==> src/rtl/uart_rx_line_pkg.sv <==
// Shared types for the UART receive path.
// Assumes: none; pure type and constant definitions.
package uart_rx_line_pkg;

    typedef enum logic [2:0] {
        RX_IDLE,
        RX_START,
        RX_DATA,
        RX_PAR,
        RX_STOP,
        RX_BRKWAIT
    } rx_state_e;

    typedef struct packed {
        logic       brk;
        logic       fe;
        logic       pe;
        logic [7:0] data;
    } rx_entry_t;

    localparam logic [1:0] PAR_ODD   = 2'b00;
    localparam logic [1:0] PAR_EVEN  = 2'b01;
    localparam logic [1:0] PAR_ONE   = 2'b10;
    localparam logic [1:0] PAR_ZERO  = 2'b11;

endpackage

==> src/rtl/uart_rx_framer.sv <==
// Character framer: validates the start bit, samples each bit at mid-bit,
// checks parity and stop bits, detects break and emits one tagged entry.
// Assumes: baud_tick pulses OSR times per bit; cfg_* stable during a frame.
module uart_rx_framer
    import uart_rx_line_pkg::*;
#(
    parameter int OSR = 16
) (
    input  logic       clk,
    input  logic       rst_n,
    input  logic       baud_tick,
    input  logic       rx,
    input  logic [1:0] cfg_len,
    input  logic       cfg_par_en,
    input  logic [1:0] cfg_par_mode,
    input  logic       cfg_two_stop,
    output logic       push,
    output rx_entry_t  entry
);
    localparam int CW   = $clog2(OSR);
    localparam int HALF = OSR / 2;

    rx_state_e      state;
    logic [CW-1:0]  tick_cnt;
    logic [2:0]     bit_cnt;
    logic           stop_cnt;
    logic [7:0]     shreg;
    logic           par_bit;
    logic           all_low;
    logic           stop_bad;
    logic [3:0]     nbits;
    logic [7:0]     aligned;
    logic           par_err;
    logic           fin_low;
    logic           fin_bad;

    // Derive data width, right-aligned data and the parity verdict.
    always_comb begin
        nbits   = {2'b00, cfg_len} + 4'd5;
        aligned = shreg >> (4'd8 - nbits);
        fin_low = all_low & ~rx;
        fin_bad = stop_bad | ~rx;
        case (cfg_par_mode)
            PAR_ODD:  par_err = ~(^aligned ^ par_bit);
            PAR_EVEN: par_err = ^aligned ^ par_bit;
            PAR_ONE:  par_err = ~par_bit;
            default:  par_err = par_bit;
        endcase
        par_err = par_err & cfg_par_en;
    end

    // Frame state machine driven by the oversampling tick.
    always_ff @(posedge clk) begin
        if (!rst_n) begin
            state    <= RX_IDLE;
            tick_cnt <= '0;
            bit_cnt  <= '0;
            stop_cnt <= 1'b0;
            shreg    <= '0;
            par_bit  <= 1'b0;
            all_low  <= 1'b0;
            stop_bad <= 1'b0;
            push     <= 1'b0;
            entry    <= '0;
        end else begin
            push <= 1'b0;
            if (baud_tick) begin
                case (state)
                    RX_IDLE: begin
                        if (!rx) begin
                            state    <= RX_START;
                            tick_cnt <= '0;
                        end
                    end
                    RX_START: begin
                        if (tick_cnt == CW'(HALF - 1)) begin
                            tick_cnt <= '0;
                            if (rx) begin
                                state <= RX_IDLE;
                            end else begin
                                state    <= RX_DATA;
                                bit_cnt  <= '0;
                                shreg    <= '0;
                                all_low  <= 1'b1;
                                stop_bad <= 1'b0;
                            end
                        end else begin
                            tick_cnt <= tick_cnt + 1'b1;
                        end
                    end
                    RX_DATA: begin
                        if (tick_cnt == CW'(OSR - 1)) begin
                            tick_cnt <= '0;
                            shreg    <= {rx, shreg[7:1]};
                            all_low  <= all_low & ~rx;
                            bit_cnt  <= bit_cnt + 1'b1;
                            stop_cnt <= 1'b0;
                            if ({1'b0, bit_cnt} == nbits - 4'd1)
                                state <= cfg_par_en ? RX_PAR : RX_STOP;
                        end else begin
                            tick_cnt <= tick_cnt + 1'b1;
                        end
                    end
                    RX_PAR: begin
                        if (tick_cnt == CW'(OSR - 1)) begin
                            tick_cnt <= '0;
                            par_bit  <= rx;
                            all_low  <= all_low & ~rx;
                            state    <= RX_STOP;
                        end else begin
                            tick_cnt <= tick_cnt + 1'b1;
                        end
                    end
                    RX_STOP: begin
                        if (tick_cnt == CW'(OSR - 1)) begin
                            tick_cnt <= '0;
                            all_low  <= fin_low;
                            stop_bad <= fin_bad;
                            if (cfg_two_stop && !stop_cnt) begin
                                stop_cnt <= 1'b1;
                            end else begin
                                push       <= 1'b1;
                                entry.brk  <= fin_low;
                                entry.fe   <= fin_bad;
                                entry.pe   <= fin_low ? 1'b0 : par_err;
                                entry.data <= fin_low ? 8'h00 : aligned;
                                state      <= fin_low ? RX_BRKWAIT : RX_IDLE;
                            end
                        end else begin
                            tick_cnt <= tick_cnt + 1'b1;
                        end
                    end
                    default: begin
                        if (rx) state <= RX_IDLE;
                    end
                endcase
            end
        end
    end

    // A stored break always parks the receiver until the line is high.
    p_brk_wait_r7: assert property (@(posedge clk) disable iff (!rst_n)
        (push && entry.brk) |-> (state == RX_BRKWAIT));

    // A start pulse gone high by mid-bit returns to idle.
    p_start_reject_r4: assert property (@(posedge clk) disable iff (!rst_n)
        (baud_tick && state == RX_START && tick_cnt == CW'(HALF - 1) && rx)
        |=> (state == RX_IDLE && !push));

endmodule

==> src/rtl/uart_rx_fifo.sv <==
// Show-ahead FIFO holding tagged receive entries; head is read combinationally.
// Assumes: DEPTH is a power of two; writer never writes when full.
module uart_rx_fifo
    import uart_rx_line_pkg::*;
#(
    parameter int DEPTH = 64
) (
    input  logic      clk,
    input  logic      rst_n,
    input  logic      wr,
    input  rx_entry_t wdata,
    input  logic      rd,
    output rx_entry_t head,
    output logic      full,
    output logic      empty
);
    localparam int AW = $clog2(DEPTH);

    rx_entry_t     mem [DEPTH];
    logic [AW-1:0] wr_ptr;
    logic [AW-1:0] rd_ptr;
    logic [AW:0]   count;

    // Status and head view.
    always_comb begin
        full  = (count == (AW+1)'(DEPTH));
        empty = (count == '0);
        head  = mem[rd_ptr];
    end

    // Storage write port.
    always_ff @(posedge clk) begin
        if (wr && !full) mem[wr_ptr] <= wdata;
    end

    // Pointer and occupancy tracking.
    always_ff @(posedge clk) begin
        if (!rst_n) begin
            wr_ptr <= '0;
            rd_ptr <= '0;
            count  <= '0;
        end else begin
            if (wr && !full)  wr_ptr <= wr_ptr + 1'b1;
            if (rd && !empty) rd_ptr <= rd_ptr + 1'b1;
            count <= count + (AW+1)'(wr && !full) - (AW+1)'(rd && !empty);
        end
    end

    // Writer must respect the full flag.
    p_no_overflow_r8: assert property (@(posedge clk) disable iff (!rst_n)
        wr |-> !full);

    // A lone write grows occupancy by one.
    p_count_up_r10: assert property (@(posedge clk) disable iff (!rst_n)
        (wr && !rd && !full) |=> (count == $past(count) + 1'b1));

endmodule

==> src/rtl/uart_rx_line.sv <==
// Top of the receive path: framer feeding a tagged FIFO, sticky overrun,
// and head-of-queue status presented to the host.
// Assumes: one pop per strobe cycle; status_rd is a single-cycle strobe.
module uart_rx_line
    import uart_rx_line_pkg::*;
#(
    parameter int FIFO_DEPTH = 64,
    parameter int OSR        = 16
) (
    input  logic       clk,
    input  logic       rst_n,
    input  logic       baud_tick,
    input  logic       rx,
    input  logic [1:0] cfg_len,
    input  logic       cfg_par_en,
    input  logic [1:0] cfg_par_mode,
    input  logic       cfg_two_stop,
    input  logic       pop_strobe,
    input  logic       status_rd,
    output logic [7:0] rd_data,
    output logic       st_ready,
    output logic       st_overrun,
    output logic       st_parity_err,
    output logic       st_frame_err,
    output logic       st_break
);
    logic      push;
    rx_entry_t entry;
    rx_entry_t head;
    logic      full;
    logic      empty;
    logic      do_wr;
    logic      do_rd;

    uart_rx_framer #(.OSR(OSR)) framer_i (
        .clk          (clk),
        .rst_n        (rst_n),
        .baud_tick    (baud_tick),
        .rx           (rx),
        .cfg_len      (cfg_len),
        .cfg_par_en   (cfg_par_en),
        .cfg_par_mode (cfg_par_mode),
        .cfg_two_stop (cfg_two_stop),
        .push         (push),
        .entry        (entry)
    );

    uart_rx_fifo #(.DEPTH(FIFO_DEPTH)) fifo_i (
        .clk   (clk),
        .rst_n (rst_n),
        .wr    (do_wr),
        .wdata (entry),
        .rd    (do_rd),
        .head  (head),
        .full  (full),
        .empty (empty)
    );

    // Gate FIFO traffic and present the head entry.
    always_comb begin
        do_wr         = push && !full;
        do_rd         = pop_strobe && !empty;
        st_ready      = !empty;
        rd_data       = empty ? 8'h00 : head.data;
        st_parity_err = !empty && head.pe;
        st_frame_err  = !empty && head.fe;
        st_break      = !empty && head.brk;
    end

    // Sticky overrun: set on a dropped character, cleared by status read.
    always_ff @(posedge clk) begin
        if (!rst_n)              st_overrun <= 1'b0;
        else if (push && full)   st_overrun <= 1'b1;
        else if (status_rd)      st_overrun <= 1'b0;
    end

    // A dropped character always raises overrun.
    p_ovr_set_r8: assert property (@(posedge clk) disable iff (!rst_n)
        (push && full) |=> st_overrun);

    // Overrun holds until a status read.
    p_ovr_hold_r8: assert property (@(posedge clk) disable iff (!rst_n)
        (st_overrun && !status_rd) |=> st_overrun);

    // Head entry and its tags do not move without a pop.
    p_head_stable_r9: assert property (@(posedge clk) disable iff (!rst_n)
        (!do_rd && !empty) |=> $stable(head));

endmodule

==> config.mk <==
export PLATFORM = sky130hd
export DESIGN_NAME = uart_rx_line
export DESIGN_NICKNAME = d
export VERILOG_FILES = /design/src/rtl/uart_rx_line_pkg.sv /design/src/rtl/uart_rx_framer.sv /design/src/rtl/uart_rx_fifo.sv /design/src/rtl/uart_rx_line.sv
export SDC_FILE = /design/constraint.sdc
export NUM_CORES = 1
export LEC_CHECK = 0
export BUFFER_PORTS_ARGS = -buffer_cell sky130_fd_sc_hd__buf_4
export CORE_MARGIN = 3
export CORE_UTILIZATION = 52
export CTS_CLUSTER_SIZE = 10
export DETAILED_ROUTE_END_ITERATION = 10
export PLACE_DENSITY = 0.68
export SLEW_MARGIN = 10
export SYNTH_ARGS = -nofsm -noshare
export SYNTH_HDL_FRONTEND = slang
export SYNTH_SLANG_ARGS = --single-unit
==> constraint.sdc <==
create_clock -name clk -period 7.25 [get_ports clk]
set_input_delay 1.0875 -clock clk [delete_from_list [all_inputs] [get_ports clk]]
set_output_delay 1.0875 -clock clk [all_outputs]
set_load 0.05 [all_outputs]
Yosys cells after proc, flatten, opt, wreduce, memory -nomap -nowiden
Memories as Yosys holds them, arrays and structs flattened. A register that Yosys moved wholly into a read port is not among the register bits. Index checks and enable logic that the tools add are counted.

Flip-flop bits (word level): 54. RAM bits: 704. Bits of input ports: 12. Output and inout port bits: 13. Memories: 1.

Add/sub/neg operators: 9. Eq/ne operators: 20. Shift operators: 1. Multiplexer cells: 47. Bitwise logic cells: 8. Reduce and logical (&&, ||, !) cells: 33.

Memories: fifo_i.mem (depth 64, width 11, rd ports 1, clocked after Yosys merged registers in 1, wr ports 1, line uart_rx_fifo.sv:19) `rx_entry_t mem [DEPTH];`.

Operators by type and width (count): 2-to-1 mux 8 bit (5); 2-to-1 mux 3 bit (13); AND reduction 5 bit (4); one-hot mux 8 bit (2 select lines) (1); 2-to-1 mux 1 bit (15); one-hot mux 3 bit (5 select lines) (1); inequality test 2 x 1 -> 1 bit, second input constant (7); adder 6 x 1 -> 6 bit, second input constant (2); 2-to-1 mux 4 bit (3); 2-to-1 mux 6 bit (2); one-hot mux 4 bit (3 select lines) (1); nonzero test 2 bit (5); logical AND 1 bit (9); AND reduction 9 bit (1); AND reduction 4 bit (2); parity 8 bit (1); right shift 8 x 4 -> 8 bit (1); adder 7 x 1 -> 7 bit (1); equality test 7 bit, second input constant (1); zero test 7 bit (1); subtractor 7 x 1 -> 7 bit (1); equality test 3 x 2 -> 1 bit, second input constant (2); inequality test 2 bit, second input constant (3); one-hot mux 1 bit (2 select lines) (3); 26 further kinds (33).

Logic depth before layout (Yosys ltp)
Word-level depth: 9. Depth in mapped cells: 16.

By module
From an unflattened synthesis, not the netlist that was laid out.

Cell total of the unflattened synthesis: 1621. Area total of the unflattened synthesis: 30495.5 µm².

Modules (own cells, without submodules): uart_rx_fifo (instances 1, cells an instance 1352, area an instance 28399.7 µm², seq. area each 21640.8 µm²); uart_rx_framer (instances 1, cells an instance 250, area an instance 1921.8 µm², seq. area each 680.7 µm²); uart_rx_line (instances 1, cells an instance 19, area an instance 173.9 µm², seq. area each 20.0 µm²).

Least setup slack after synthesis
Ideal clock, no wire load.

Path kind: register to output. From: register (tool-made name). To: output port rd_data[1]. Arrival: 2793 ps. Slack: 3370 ps. Cell stages (with the launch flop): 9. Path buffers: 4. Cells stage by stage: dfxtp_1 buf_2 buf_2 buf_4 buf_2 mux4_2 mux2_2 o22ai_1 o32ai_1.

RTL lines: to (decl) (line uart_rx_line.sv:20) `output logic [7:0] rd_data,`.

==> key figures <==
Run status
  • Status: complete, no violations

Floorplan
  • Count of pins on the block boundary: 25
  • Number of cell rows: 87
  • Initial Util: 0.531
  • Vertical extent of the die: 247 um
  • Std-Cell Core Area: 57000 um^2
  • Die Outline Area: 61200 um^2
  • Die Span X: 247 um

Global routing
  • Maximum number of pins on one net before global-route repair: 97
  • Total global-route track usage: 0.224
  • Antenna violations before repair: 3
  • Wire length of the first global-routing pass: 98400 um
  • Total congestion overflow after global routing: 0
  • Vias in the first global route: 14900

CTS
  • Clock Pin Slew Worst Setup and Hold Paths: 0.05 ns
  • Clock latency on the worst-skew pair: 0.61 ns
  • Number of buffers added by the clock tree synthesis step: 87
  • Post-CTS sizing: 0
  • Buffer cell driving the clock tree root: sky130_fd_sc_hd__clkbuf_16
  • TritonCTS clock tree: yes
  • Count of hold-fix buffers inserted at cts: 0
  • Total number of clock tree sinks: 764
  • Count of buffers added by post-CTS timing repair for setup: 0
  • Buffers from clock root to sink, at most: 3
  • H-tree Lvls: 3

Yosys
  • Synth Net Count: 1512
  • Share of the yosys chip area belonging to registers: 0.738
  • Share of synthesized flip-flops with an asynchronous set or reset: 0
  • Commonest register cell after synthesis: sky130_fd_sc_hd__edfxtp_1
  • Library cell occupying the most area in the post-synthesis netlist: sky130_fd_sc_hd__edfxtp_1
  • Most area-consuming cells after synthesis: sky130_fd_sc_hd__edfxtp_1 (70%), sky130_fd_sc_hd__mux4_2 (16%), sky130_fd_sc_hd__dfxtp_1 (4.0%)
  • Share of the synthesized area in the top cell type: 0.698
  • Yosys reg bits: 764
  • Post-Syn Instances: 1486
  • Leading post-synthesis cells by instance count: sky130_fd_sc_hd__edfxtp_1 (704), sky130_fd_sc_hd__mux4_2 (217), sky130_fd_sc_hd__nor2_1 (90), sky130_fd_sc_hd__dfxtp_1 (60), sky130_fd_sc_hd__clkbuf_1 (44)
  • Number of distinct library cell variants in the gate-level netlist after synthesis: 54
  • Syn Area/Cell: 20.4 um^2
  • Synth Cell Area: 30300 um^2
  • Most frequently used cell type in the post-synthesis netlist: sky130_fd_sc_hd__edfxtp_1
  • Number of enable flip-flop cells after synthesis: 704
  • Number of warnings reported in the yosys synthesis log: 0

Timing
  • Period Utilization, post-route: 0.646
  • Top achievable clock speed: 0.213 GHz
  • Number of pins with negative max-slew slack in the final report: 0
  • Worst-margin pin slew: 1.26 ns
  • Summed negative setup slack over all endpoints: 0 ns
  • Final critical-path required period: 4.68 ns
  • Worst-case headroom to the max-slew limit: 0.158
  • Number of setup violations in the final report: 0
  • Final Hold Vio Count: 0
  • Fin Clk Skew: 0.0212 ns
  • Unrepaired setup endpoints after global routing: no

Drt
  • Via count: 14600
  • Vias per cell: 6.21
  • Number of nets still failing antenna checks after routing: 0
  • Routed len/inst: 28.2 um
  • Drt initial violations: 1500
  • Detailed Routing Iterations Pass 1: 5
  • Remaining DRCs: 0
  • Post-Route WL: 66300 um

Critical path
  • Startpoint-to-endpoint class of the critical path: reg -> out
  • Standard cell with the maximum stage delay on the critical path: sky130_fd_sc_hd__mux4_2
  • Startpoint class of the critical path: flip-flop
  • Path depth of the worst reg2reg path: 8
  • Cell chain of the critical path: buf_12 -> mux4_2 -> mux4_2 -> mux2i_1 -> o32ai_1 -> buf_4
  • Critical path required time: 6.16 ns
  • Worst Path Max Fanout: 88
  • Endpoint of the worst register-to-register path: fifo_i.mem[2][3]
  • Nature of the critical path endpoint: primary output
  • Setup slack of the worst register-to-register path: 3.45 ns
  • Cell occurring most often along the worst timing path: sky130_fd_sc_hd__mux4_2
  • Peak per-stage delay on the critical path: 0.62 ns
  • Data arrival at the endpoint of the critical path: 3.60 ns
  • Launch point of the worst reg-to-reg path: fifo_i.count[4]

Hold path
  • Hold Crit Start: framer_i.entry[10]
  • Worst hold endpoint: fifo_i.mem[22][10]
  • Number of cells traversed by the worst hold path: 0
  • Class of the tightest hold or removal check: reg -> reg

Cells and area
  • Fraction of layout cells with a size suffix above 1: 0.267
  • Post-layout net count: 1589
  • Antenna diode count: 0
  • Relative area change from synthesis to final layout: 11.7%
  • Final std cell area, no fill: 33800 um^2

Power and ir drop
  • Clock power share: 0.395
  • Switching Fraction: 0.228
  • Power consumption: 0.00950 W
  • Static leakage: 9.26 nW
  • Highest ir drop seen on vdd: 0.000317 V
  • Internal power of the cells: 0.00733 W
  • Switching Power: 0.00217 W
  • Reg power frac: 0.507
  • Power per standard cell area: 281 nW/um^2
  • Combinational cell fraction of total power: 0.098

Placed design
  • Post-Place Cell Area: 31500 um^2
  • Detailed placer's ending HPWL: 39500 um
  • Number of buffers inserted by port buffering: 24
  • Gpl congestion: 0.788

Flow run
  • Max-cap violations: 0
[area by class of cell]
class | instances | area (um^2)
fillers | 4059 | 23200
flip-flops and latches | 764 | 22400
multi-input cells | 619 | 7510
clock buffers | 114 | 2290
well taps | 756 | 946
repair buffers | 76 | 621
inverters | 15 | 56.3
clock inverters | 5 | 55.1
[through the flow]
stage,std cells,hold WS (ns),setup slack (ns),util
2_1_floorplan,1486,0.431,3.37,-
3_5_place_dp,2230,0.426,3.11,0.552
6_report,2349,0.447,2.57,0.593
3_3_place_gp,2230,0.422,3.09,0.552
5_1_grt,2349,0.466,2.40,0.593
4_1_cts,2349,0.446,2.44,0.593
[state kept, by name, indices dropped and copies added (netlist names), named ones only]
signal,cells
fifo_i.count,7
fifo_i.mem,704
fifo_i.rd_ptr,6
fifo_i.wr_ptr,6
framer_i.all_low,1
framer_i.bit_cnt,3
framer_i.entry,11
framer_i.par_bit,1
framer_i.push,1
framer_i.shreg,8
framer_i.state,3
framer_i.stop_bad,1
framer_i.stop_cnt,1
framer_i.tick_cnt,4
st_overrun,1
[worst max-delay path: cells and delay by family (launching register included)]
| family | cells | cell delay, ns |
|---|---|---|
| multiplexers | 3 | 1.38 |
| buffers and inverters | 2 | 0.71 |
| flip-flops | 1 | 0.37 |
| AO/OA/AOI/OAI | 1 | 0.28 |
[worst max path at each step]
stage	from	to	slack, ns	cells past startpoint
2_1_floorplan	flip-flop	rd_data[1]	3.37	8
3_3_place_gp	flip-flop	rd_data[7]	3.09	6
3_5_place_dp	flip-flop	rd_data[4]	3.11	6
4_1_cts	flip-flop	rd_data[4]	2.44	6
5_1_grt	flip-flop	rd_data[4]	2.40	6
6_report	flip-flop	rd_data[7]	2.57	6
[cell usage in the layout, fill, tap and decap left out, types with 4 or more instances in the layout]
cell type,count
sky130_fd_sc_hd__nor2b_1,20
sky130_fd_sc_hd__ha_1,13
sky130_fd_sc_hd__nand2b_1,7
sky130_fd_sc_hd__dfxtp_4,4
sky130_fd_sc_hd__mux2_2,11
sky130_fd_sc_hd__o32ai_1,4
sky130_fd_sc_hd__nand3b_1,7
sky130_fd_sc_hd__o21ai_0,11
sky130_fd_sc_hd__buf_12,4
sky130_fd_sc_hd__nor3_1,7
sky130_fd_sc_hd__inv_1,14
sky130_fd_sc_hd__clkbuf_1,26
sky130_fd_sc_hd__xor2_1,9
sky130_fd_sc_hd__and2_1,22
sky130_fd_sc_hd__nor2_2,5
sky130_fd_sc_hd__a21oi_1,17
sky130_fd_sc_hd__nand2_1,34
sky130_fd_sc_hd__dfxtp_1,45
sky130_fd_sc_hd__xnor2_1,15
sky130_fd_sc_hd__a21boi_0,8
sky130_fd_sc_hd__o21a_1,6
sky130_fd_sc_hd__buf_4,72
sky130_fd_sc_hd__o22ai_1,9
sky130_fd_sc_hd__and3_1,6
sky130_fd_sc_hd__dfxtp_2,11
sky130_fd_sc_hd__nand4_1,9
sky130_fd_sc_hd__clkbuf_16,87
sky130_fd_sc_hd__edfxtp_1,704
sky130_fd_sc_hd__nor2_1,86
sky130_fd_sc_hd__mux2i_1,36
sky130_fd_sc_hd__mux4_2,217
sky130_fd_sc_hd__or3_1,5
sky130_fd_sc_hd__nand3_1,18
sky130_fd_sc_hd__o21bai_1,4
[power groups by stage]
stage	clock [W]	combinational (W)	sequential, W
2_1_floorplan	0	0.000777	0.00487
3_3_place_gp	0	0.000946	0.00490
3_5_place_dp	0	0.000953	0.00490
4_1_cts	0.00382	0.000957	0.00481
5_1_grt	0.00400	0.00102	0.00481
6_report	0.00375	0.000935	0.00481
[routing by layer]
metal / up-vias / GRT usage / wire, um
li1: 6196 / - / -
met1: 7663 / 0.323 / 27000
met2: 634 / 0.342 / 31500
met3: 91 / 0.0623 / 6390
met4: 2 / 0.0637 / 1330
met5: - / 0 / 14
[cell families after synthesis]
| family | after synthesis | share of synthesized area |
|---|---|---|
| compound gates | 80 | 0.0180 |
| xor+xnor | 25 | 0.00768 |
| fa+ha+maj | 14 | 0.00603 |
| buf+inv | 103 | 0.0151 |
| flops | 764 | 0.738 |
| mux | 264 | 0.177 |
| simple gates | 236 | 0.0384 |
Power figures use the tool's default switching activity.
